--- src/rtl/udc_pkg.sv ---
package udc_pkg;

    localparam int CNT_W  = 8;
    localparam int ADDR_W = 3;

    // control word bit positions
    localparam int EN_DIR   = 0;
    localparam int EN_CMP   = 1;
    localparam int EN_OU    = 2;
    localparam int EN_HI    = 2;
    localparam int LOAD_BIT = 3;
    localparam int F_LO     = 8;
    localparam int F_HI     = 11;

    typedef enum logic [ADDR_W-1:0] {
        A_CNT0 = 3'd0,
        A_CNT1 = 3'd1,
        A_REL0 = 3'd2,
        A_REL1 = 3'd3,
        A_CTL0 = 3'd4,
        A_CTL1 = 3'd5,
        A_MODE = 3'd6
    } reg_addr_e;

    // packed so that dirchg lands on F_LO and udf on F_HI
    typedef struct packed {
        logic udf;
        logic ovf;
        logic cmp;
        logic dirchg;
    } flags_t;

    typedef struct packed {
        logic moved;
        logic up;
        logic ovf;
        logic udf;
        logic cmp;
    } step_ev_t;

    function automatic logic irq_of(input logic [EN_HI:0] en, input flags_t f);
        return (en[EN_DIR] & f.dirchg) | (en[EN_CMP] & f.cmp) |
               (en[EN_OU] & (f.ovf | f.udf));
    endfunction

endpackage

--- src/rtl/udc_step.sv ---
module udc_step
    import udc_pkg::*;
#(
    parameter int W = 8
) (
    input  logic [W-1:0] cnt_i,
    input  logic [W-1:0] rel_i,
    input  logic         up_i,
    input  logic         dn_i,
    output logic [W-1:0] nxt_o,
    output step_ev_t     ev_o
);

    localparam logic [W-1:0] TOP = {W{1'b1}};

    always_comb begin
        ev_o  = '0;
        nxt_o = cnt_i;
        if (up_i ^ dn_i) begin
            ev_o.moved = 1'b1;
            ev_o.up    = up_i;
            if (up_i) begin
                if (cnt_i == TOP) begin
                    nxt_o    = rel_i;
                    ev_o.ovf = 1'b1;
                end else begin
                    nxt_o = cnt_i + 1'b1;
                end
            end else begin
                if (cnt_i == '0) begin
                    nxt_o    = TOP;
                    ev_o.udf = 1'b1;
                end else begin
                    nxt_o = cnt_i - 1'b1;
                end
            end
            ev_o.cmp = (nxt_o == rel_i);
        end
    end

endmodule

--- src/rtl/udc_flags.sv ---
module udc_flags
    import udc_pkg::*;
(
    input  logic           clk,
    input  logic           rst,
    input  step_ev_t       ev_i,
    input  logic           wr_i,
    input  logic [EN_HI:0] en_w_i,
    input  flags_t         flg_w_i,
    output logic [EN_HI:0] en_o,
    output flags_t         flg_o,
    output logic           irq_o
);

    logic   last_up_q;
    logic   seen_q;
    logic   dir_hit;
    flags_t hw_set;
    flags_t kept;
    flags_t flg_nx;

    always_comb begin
        dir_hit       = ev_i.moved & seen_q & (ev_i.up != last_up_q);
        hw_set.dirchg = dir_hit;
        hw_set.cmp    = ev_i.cmp;
        hw_set.ovf    = ev_i.ovf;
        hw_set.udf    = ev_i.udf;
        kept          = wr_i ? (flg_o & flg_w_i) : flg_o;
        flg_nx        = kept | hw_set;
    end

    always_ff @(posedge clk) begin
        if (rst) begin
            en_o      <= '0;
            flg_o     <= '0;
            last_up_q <= 1'b0;
            seen_q    <= 1'b0;
        end else begin
            if (wr_i) begin
                en_o <= en_w_i;
            end
            flg_o <= flg_nx;
            if (ev_i.moved) begin
                last_up_q <= ev_i.up;
                seen_q    <= 1'b1;
            end
        end
    end

    assign irq_o = irq_of(en_o, flg_o);

endmodule

--- src/rtl/updown_pair.sv ---
module updown_pair
    import udc_pkg::*;
#(
    parameter int CH_W = CNT_W
) (
    input  logic              clk,
    input  logic              rst,
    input  logic [1:0]        up_i,
    input  logic [1:0]        dn_i,
    input  logic              wr_en,
    input  logic [ADDR_W-1:0] wr_addr,
    input  logic [2*CH_W-1:0] wr_data,
    input  logic [ADDR_W-1:0] rd_addr,
    output logic [2*CH_W-1:0] rd_data,
    output logic [1:0]        irq_o
);

    localparam int DW  = 2 * CH_W;
    localparam int NCH = 2;

    logic [CH_W-1:0] cnt_q [NCH];
    logic [CH_W-1:0] rel_q [NCH];
    logic [CH_W-1:0] nxt_s [NCH];
    logic            casc_q;

    logic [NCH-1:0] wr_cnt, wr_rel, wr_ctl, ld_cmd, blk, su, sd, irq_f;
    logic           wr_mode, blk_c, wu, wdn;

    logic [DW-1:0]  nxt_w;
    step_ev_t       ev_w;
    step_ev_t       ev_s [NCH];
    step_ev_t       ev_f [NCH];
    logic [EN_HI:0] en_q [NCH];
    flags_t         flg_q [NCH];

    assign wr_mode = wr_en && (reg_addr_e'(wr_addr) == A_MODE);
    assign blk_c   = (|wr_cnt) | (|ld_cmd);
    assign wu      = up_i[0] & casc_q & ~blk_c;
    assign wdn     = dn_i[0] & casc_q & ~blk_c;

    udc_step #(.W(DW)) u_wide (
        .cnt_i ({cnt_q[1], cnt_q[0]}),
        .rel_i ({rel_q[1], rel_q[0]}),
        .up_i  (wu),
        .dn_i  (wdn),
        .nxt_o (nxt_w),
        .ev_o  (ev_w)
    );

    always_ff @(posedge clk) begin
        if (rst) begin
            casc_q <= 1'b0;
        end else if (wr_mode) begin
            casc_q <= wr_data[0];
        end
    end

    for (genvar g = 0; g < NCH; g++) begin : g_ch
        assign wr_cnt[g] = wr_en && (wr_addr == ADDR_W'(int'(A_CNT0) + g));
        assign wr_rel[g] = wr_en && (wr_addr == ADDR_W'(int'(A_REL0) + g));
        assign wr_ctl[g] = wr_en && (wr_addr == ADDR_W'(int'(A_CTL0) + g));
        assign ld_cmd[g] = wr_ctl[g] & wr_data[LOAD_BIT];
        assign blk[g]    = wr_cnt[g] | ld_cmd[g];
        assign su[g]     = up_i[g] & ~casc_q & ~blk[g];
        assign sd[g]     = dn_i[g] & ~casc_q & ~blk[g];

        udc_step #(.W(CH_W)) u_step (
            .cnt_i (cnt_q[g]),
            .rel_i (rel_q[g]),
            .up_i  (su[g]),
            .dn_i  (sd[g]),
            .nxt_o (nxt_s[g]),
            .ev_o  (ev_s[g])
        );

        if (g == 0) begin : g_lo
            assign ev_f[g]  = casc_q ? ev_w : ev_s[g];
            assign irq_o[g] = irq_f[g];
        end else begin : g_hi
            assign ev_f[g]  = casc_q ? step_ev_t'('0) : ev_s[g];
            assign irq_o[g] = irq_f[g] & ~casc_q;
        end

        udc_flags u_flags (
            .clk     (clk),
            .rst     (rst),
            .ev_i    (ev_f[g]),
            .wr_i    (wr_ctl[g]),
            .en_w_i  (wr_data[EN_HI:0]),
            .flg_w_i (flags_t'(wr_data[F_HI:F_LO])),
            .en_o    (en_q[g]),
            .flg_o   (flg_q[g]),
            .irq_o   (irq_f[g])
        );

        always_ff @(posedge clk) begin
            if (rst) begin
                cnt_q[g] <= '0;
            end else if (wr_cnt[g]) begin
                cnt_q[g] <= wr_data[CH_W-1:0];
            end else if (ld_cmd[g] | (casc_q & (|ld_cmd))) begin
                cnt_q[g] <= rel_q[g];
            end else if (casc_q) begin
                cnt_q[g] <= nxt_w[g*CH_W +: CH_W];
            end else begin
                cnt_q[g] <= nxt_s[g];
            end
        end

        always_ff @(posedge clk) begin
            if (rst) begin
                rel_q[g] <= '0;
            end else if (wr_rel[g]) begin
                rel_q[g] <= wr_data[CH_W-1:0];
            end
        end
    end

    always_comb begin
        rd_data = '0;
        case (reg_addr_e'(rd_addr))
            A_CNT0: rd_data[CH_W-1:0] = cnt_q[0];
            A_CNT1: rd_data[CH_W-1:0] = cnt_q[1];
            A_REL0: rd_data[CH_W-1:0] = rel_q[0];
            A_REL1: rd_data[CH_W-1:0] = rel_q[1];
            A_CTL0: begin
                rd_data[EN_HI:0]  = en_q[0];
                rd_data[F_HI:F_LO] = flg_q[0];
            end
            A_CTL1: begin
                rd_data[EN_HI:0]  = en_q[1];
                rd_data[F_HI:F_LO] = flg_q[1];
            end
            A_MODE:  rd_data[0] = casc_q;
            default: rd_data = '0;
        endcase
    end

endmodule

--- config.mk ---
export PLATFORM = sky130hd
export DESIGN_NAME = updown_pair
export DESIGN_NICKNAME = d
export VERILOG_FILES = /design/src/rtl/udc_pkg.sv /design/src/rtl/udc_step.sv /design/src/rtl/udc_flags.sv /design/src/rtl/updown_pair.sv
export SDC_FILE = /design/constraint.sdc
export NUM_CORES = 1
export LEC_CHECK = 0
export BUFFER_PORTS_ARGS = -buffer_cell sky130_fd_sc_hd__buf_2
export CORE_MARGIN = 2
export CORE_UTILIZATION = 57
export CTS_BUF_LIST = sky130_fd_sc_hd__clkbuf_4 sky130_fd_sc_hd__clkbuf_8
export CTS_CLUSTER_DIAMETER = 60
export DETAILED_ROUTE_END_ITERATION = 6
export GPL_TIMING_DRIVEN = 1
export PLACE_DENSITY = 0.8
export REMOVE_ABC_BUFFERS = 1
export SYNTH_ARGS = -nofsm -noshare
export SYNTH_HDL_FRONTEND = slang
export SYNTH_SLANG_ARGS = --single-unit
--- constraint.sdc ---
create_clock -name clk -period 3.05 [get_ports clk]
set_input_delay 0.4575 -clock clk [delete_from_list [all_inputs] [get_ports clk]]
set_output_delay 0.4575 -clock clk [all_outputs]
set_load 0.01 [all_outputs]
**Word-level counts from Yosys, hierarchy flattened**

Memory sizes are Yosys's and may differ from the RTL's.
Cells that the tools add are included.

- Bitwise operators: 58
- Mux-type cells: 88
- Reduce and logical (&&, ||, !) cells: 14
- $add $sub $neg: 6
- Eq/ne operators: 20

Operators with widths:

| kind | number |
|---|---|
| 8-bit two-way mux | 20 |
| 16-bit two-way mux | 5 |
| 1-bit two-way mux | 52 |
| 1-bit bitwise AND | 26 |
| 5-bit two-way mux | 5 |
| 1-bit OR | 21 |
| 5-bit case mux with 4 select lines | 1 |
| 3-bit == test, second input constant | 6 |
| 16-bit by 1-bit adder with 16-bit output, second input constant | 1 |
| 8-bit by 1-bit adder with 8-bit output, second input constant | 2 |
| 16-bit == test | 1 |
| 16-bit == test, second input constant | 1 |
| 8-bit == test | 2 |
| 8-bit == test, second input constant | 2 |
| 16-bit logical NOT | 1 |
| 8-bit logical NOT | 2 |
| 16-bit by 1-bit subtractor with 16-bit output, second input constant | 1 |
| 8-bit by 1-bit subtractor with 8-bit output, second input constant | 2 |
| 3-bit by 2-bit == test with 1-bit output, second input constant | 4 |
| 2-bit case mux with 6 select lines | 1 |
| 4-bit bitwise AND | 2 |
| 4-bit two-way mux | 2 |
| 4-bit OR | 2 |
| 4-bit case mux with 2 select lines | 1 |
| 8 further kinds | 23 |

- Bits in writable memories: 32
- Bits of input ports: 29
- Memories: 2
- Output and inout port bits: 18
- Bits in registers: 19
- Word-level logic and storage cells: 203

Memories:

| name | words | width | read ports | clocked after Yosys merged registers in | wr ports | line | text |
|---|---|---|---|---|---|---|---|
| cnt_q | 2 | 8 | 2 | 0 | 2 | updown_pair.sv:21 | `logic [CH_W-1:0] cnt_q [NCH];` |
| rel_q | 2 | 8 | 2 | 0 | 2 | updown_pair.sv:22 | `logic [CH_W-1:0] rel_q [NCH];` |

**Longest topological paths before layout**

- Word-level depth: 15
- Depth in mapped cells: 13
- Depth with buffers taken out: 10

**Hierarchy**

From an unflattened synthesis, not the netlist that was laid out.

- Cells, all modules: 925
- Area total of the unflattened synthesis: 7080.5 um^2

Modules (own cells, without submodules):

| module | cells an instance | area each (um^2) | sequential area each (um^2) | times used |
|---|---|---|---|---|
| updown_pair | 252 | 2555.0 | 980.9 | 1 |
| udc_step (g_ch[0].u_step ...) | 151 | 979.7 | 0.0 | 2 |
| udc_step (u_wide) | 297 | 1900.6 | 0.0 | 1 |
| udc_flags | 37 | 332.8 | 180.2 | 2 |

**Least setup slack after synthesis**

Ideal clock, no wire load.

- Kind: in2reg
- From: input port wr_addr[2]
- To: register g_ch[0].u_flags.flg_o[1] in the netlist's numbering
- Data required time: 2963 ps
- Slack: -15 ps
- Setup time: 87 ps
- Buffers on the path: 3
- Cell stages on the path: 13
- Data arrival time: 2978 ps
- Cells stage by stage: clkbuf_1 -> nand2b_1 -> a21o_1 -> inv_1 -> clkbuf_1 -> clkbuf_1 -> ha_1 -> nor2_1 -> o211ai_1 -> a311o_1 -> a211oi_2 -> o2111ai_1 -> o31ai_1

- Cells in the longest elaborated chain, start to end: 13
- Elaborated cells between the ends (all ways): 33
- Classes of those cells: eq/ne: 5; mux: 8; bitwise: 13; reduce/logical: 7

RTL lines:

| item | line | text |
|---|---|---|
| from (decl) | updown_pair.sv:11 | `input logic [ADDR_W-1:0] wr_addr,` |
| 3-bit == test | updown_pair.sv:61 | `assign wr_ctl[g] = wr_en && (wr_addr == ADDR_W'(int'(A_CTL0) + g));` |
| 1-bit logical AND | updown_pair.sv:61 |  |
| 1-bit bitwise AND | updown_pair.sv:62 | `assign ld_cmd[g] = wr_ctl[g] & wr_data[LOAD_BIT];` |
| 2-bit OR reduction | updown_pair.sv:37 | `assign blk_c = (\|wr_cnt) \| (\|ld_cmd);` |
| 1-bit OR | updown_pair.sv:37 |  |
| 1-bit NOT | updown_pair.sv:38, updown_pair.sv:39 |  |
| 1-bit bitwise AND | updown_pair.sv:38 | `assign wu = up_i[0] & casc_q & ~blk_c;` |
| 16-bit two-way mux | udc_step.sv:22 | `if (up_i) begin` |
| 16-bit two-way mux | udc_step.sv:19 | `if (up_i ^ dn_i) begin` |
| 16-bit == test | udc_step.sv:37 | `ev_o.cmp = (nxt_o == rel_i);` |
| 5-bit two-way mux | udc_step.sv:19 |  |
| 5-bit two-way mux | updown_pair.sv:77 | `assign ev_f[g] = casc_q ? ev_w : ev_s[g];` |
| 4-bit OR (*) | udc_flags.sv:29 | `flg_nx = kept \| hw_set;` |
| to (signal assigned) | udc_flags.sv:42 | `flg_o <= flg_nx;` |
| to (decl) | udc_flags.sv:11 | `output flags_t flg_o,` |

Mark *: on every way between the ends. The rest lies on a longest branch, timed or not. The select of a mux whose other input is x is not followed.
A chain may end at the register's enable or synchronous reset.

==> summary.md <==
| Metric | Value |
|---|---|
| Main synth FF type | `edfxtp_1` |
| Worst-skew pair later-pin latency | `0.32 ns` |
| CTS tree | `done` |
| Finished Cell Area | `0.00624 mm²` |
| Post-DP HPWL | `15900 µm` |
| ANT nets after route | `0` |
| First-pass GRT wire length | `31300 µm` |
| Peak supply drop | `299 µV` |
| Die extent in x | `102 µm` |
| H-tree levels | `2` |
| Synth Area in Compound Gates | `26.3%` |
| WP data required | `3.29 ns` |
| Cell breakdown of the critical path | `nor3_1, nand3_1, or4_1, nand3_1, o32ai_1, nor4_1, buf_4, o2111ai_1, o31ai_1` |
| Core area | `0.00924 mm²` |
| Mapped Avg Cell Area | `7.70 µm²` |
| Crit. End Element | `register` |
| Clock Sinks | `51` |
| Logic pwr share | `46.9%` |
| Placed cells | `882` |
| WP data arrival | `3.17 ns` |
| Status | `complete, no violations` |
| Adder-cell area share of the yosys netlist | `1.61%` |
| Power Internal | `1.69 mW` |
| Reg clk slew, reported paths | `0.10 ns` |
| Total power | `2.86 mW` |
| Clock Power Share | `20.2%` |
| Most area-hungry cell type in the Yosys netlist | `edfxtp_1` |
| GP Congestion | `1.02` |
| Grt ovf | `0` |
| Yosys top cell area share | `17.7%` |
| Hold path cells | `3` |
| CP Class | `reg2reg` |
| Skew final | `0.0140 ns` |
| Period utilisation layout | `96.0%` |
| Highest metal used | `met4` |
| FF+latch count, synth | `51` |
| Finished Layout Cells | `894` |
| Drt pass-1 iters | `6` |
| Area after DPL | `0.00604 mm²` |
| Syn. warnings | `0` |
| CTS root buffer | `clkbuf_8` |
| Final hold vios | `0` |
| Syn-to-layout area delta | `14.6%` |
| Rel. slew slack | `41.1%` |
| Count leader, synth | `nand2_1` |
| Worst path max stage delay | `0.55 ns` |
| Share of power burned in registers | `32.9%` |
| Synth Area in XOR/XNOR | `7.08%` |
| Worst Hold Class | `in2reg` |
| Mux cell area share after synthesis | `8.64%` |
| DRC Markers | `0` |
| # port buffers | `38` |
| Final worst path period need | `2.93 ns` |
| WL final | `20700 µm` |
| Crit path top cell by count | `nand3_1` |
| Largest cells by area after synthesis | `edfxtp_1 18%, dfxtp_1 7.0%, mux2i_1 5.3%, nand2_1 4.9%, xnor2_1 4.5%` |
| Pwr dens | `458 mW/mm²` |
| EDFF count, synth | `32` |
| Met2 wire len | `8960 µm` |
| Pleak | `2.56 nW` |
| Die area | `0.0103 mm²` |
| Pin count of the biggest net entering global routing | `31` |
| RSZ-0062 raised after global routing | `no` |
| Die Y | `102 µm` |
| Post-synthesis sequential area ratio | `24.6%` |
| Final Max Tran Viols | `0` |
| DRT iter0 DRCs | `796` |
| Ant diodes | `0` |
| Vias after detailed routing | `6102` |
| Total CTS buffers | `5` |
| Worst path slowest cell | `or4_1` |
| Top-level I/O count | `47` |
| Cell Area, Synth | `0.00544 mm²` |
| Setup Viol. Count Final | `0` |
| Row count | `35` |
| Starting density of the core | `58.9%` |
| Final nets | `800` |
| Drt wl/cell | `23.1 µm` |
| Sw frac | `40.8%` |
| List of most frequent post-synthesis cells | `71 x nand2_1, 60 x nor2_1, 43 x a21oi_1, 43 x o21ai_0, 41 x clkbuf_1` |
| Vias in the first global route | `5744` |
| Met1 Wirelength | `7960 µm` |
| Largest family of logic cells by synthesized area | `compound AO/OA/AOI/OAI gates` |
| Vias per Instance | `6.83` |
| Pin slew with the least headroom to its limit | `0.875 ns` |
| Unique cell type count in the Yosys netlist | `73` |
| Max-cap violations | `0` |
| Simple-Gate Fraction of Synth Area | `24.7%` |
| Initial antenna violation count | `0` |
| All-layer global routing usage | `40.5%` |
| Max Freq | `341 MHz` |
| Ratio of cells with drive above 1 in the final layout | `19.6%` |
| Wire length on met3 | `3070 µm` |
| Syn Inst Count | `707` |
| Sw Pwr | `1.17 mW` |
| Element type at the critical path start | `register` |
| Longest Clk Path Bufs | `2` |
| Synth async-reset ratio | `0%` |
| Crit path max fanout | `5` |
| FF-to-FF path depth | `9` |
==> flip-flops by register name, indices dropped and copies added, names as in the netlist <==
| register | cells |
|---|---|
| g_ch.u_flags.last_up_q | 2 |
| g_ch.u_flags.flg_o | 8 |
| cnt_q | 16 |
| rel_q | 16 |
| casc_q | 1 |
| g_ch.u_flags.en_o | 6 |
| g_ch.u_flags.seen_q | 2 |
==> metal layers <==
metal	vias up	global-route usage, %
met2	442	60.9
met5	-	0
met3	69	14.4
li1	2755	-
met1	2836	53.6
met4	0	14.9
==> through the flow <==
stage	utilization, %	setup slack [ns]	hold slack, ns	TNS (ns)
after floorplan	-	-0.207	0.438	-1.70
after global placement	65.4	0.177	0.451	0
after detailed placement	65.4	0.169	0.462	0
after CTS	66.9	0.128	0.444	0
after global routing	67.5	0.00193	0.456	0
final	67.5	0.121	0.445	0
==> cells by family after synthesis <==
| logic type | Yosys count |
|---|---|
| muxes | 39 |
| other | 1 |
| adders and majority gates | 7 |
| and+or+nand+nor | 267 |
| xor gates and xnor gates | 44 |
| AOI/OAI and AO/OA | 210 |
| DFF | 51 |
| buffers and inverters | 88 |
==> cell usage in the layout (no fill, tap or decap), types with 7 or more instances in the layout <==
cell      instances
o22ai_1           9
xor2_1           15
buf_2            38
o21ai_0          43
a211oi_1          7
buf_4            74
nor3_1           12
o211ai_1         15
a22oi_1          10
nand4_1          14
nor2_1           59
a221oi_1         10
and2_1           19
o31ai_1           9
ha_1              7
edfxtp_1         32
and3_1           13
nand3_1          31
a31oi_1          11
nand2_1          71
nor2b_1          16
dfxtp_1          19
mux2i_1          29
a21oi_1          43
xnor2_1          28
inv_1            21
==> critical path, delay by kind of cell (launching register included) <==
kind	cells	cell delay [ns]
simple gates	5	1.73
buf+inv	1	0.17
compound gates	3	0.44
flops	1	0.50
==> final timing paths <==
kind,startpoint,end,slack [ns]
worst max-delay path,cnt_q[0][5]$_DFFE_PP_,g_ch[0].u_flags.flg_o[1]$_SDFF_PP0_,0.12
worst min-delay path,wr_data[9],g_ch[1].u_flags.flg_o[1]$_SDFF_PP0_,0.45
worst max register to register,cnt_q[0][5]$_DFFE_PP_,g_ch[0].u_flags.flg_o[1]$_SDFF_PP0_,0.12
worst min register to register,g_ch[0].u_flags.seen_q$_SDFFE_PP0P_,g_ch[0].u_flags.flg_o[0]$_SDFF_PP0_,0.47
==> cell type report <==
class	count	area, µm²
timing repair buffer	112	746
tap	129	161
clock inverter	3	67.6
sequential	51	1340
clock buffer	5	68.8
multi-input combinational	571	3770
fill	814	3000
inverter	23	86.3
==> power by group through the flow <==
stage / registers (mW) / logic [mW] / clock network, mW
2_1_floorplan: 0.956 / 0.724 / 0
3_3_place_gp: 0.943 / 1.25 / 0
3_5_place_dp: 0.945 / 1.27 / 0
4_1_cts: 0.929 / 1.28 / 0.579
5_1_grt: 0.945 / 1.43 / 0.605
6_report: 0.941 / 1.34 / 0.578
==> what timing repair did <==
action                                  in CTS  in global routing
endpoints found under the setup margin       0                  2
hold buffers                                 0                  0
gates resized for setup                      0                  7
setup buffers                                0                  4
Power figures use the tool's default switching activity.
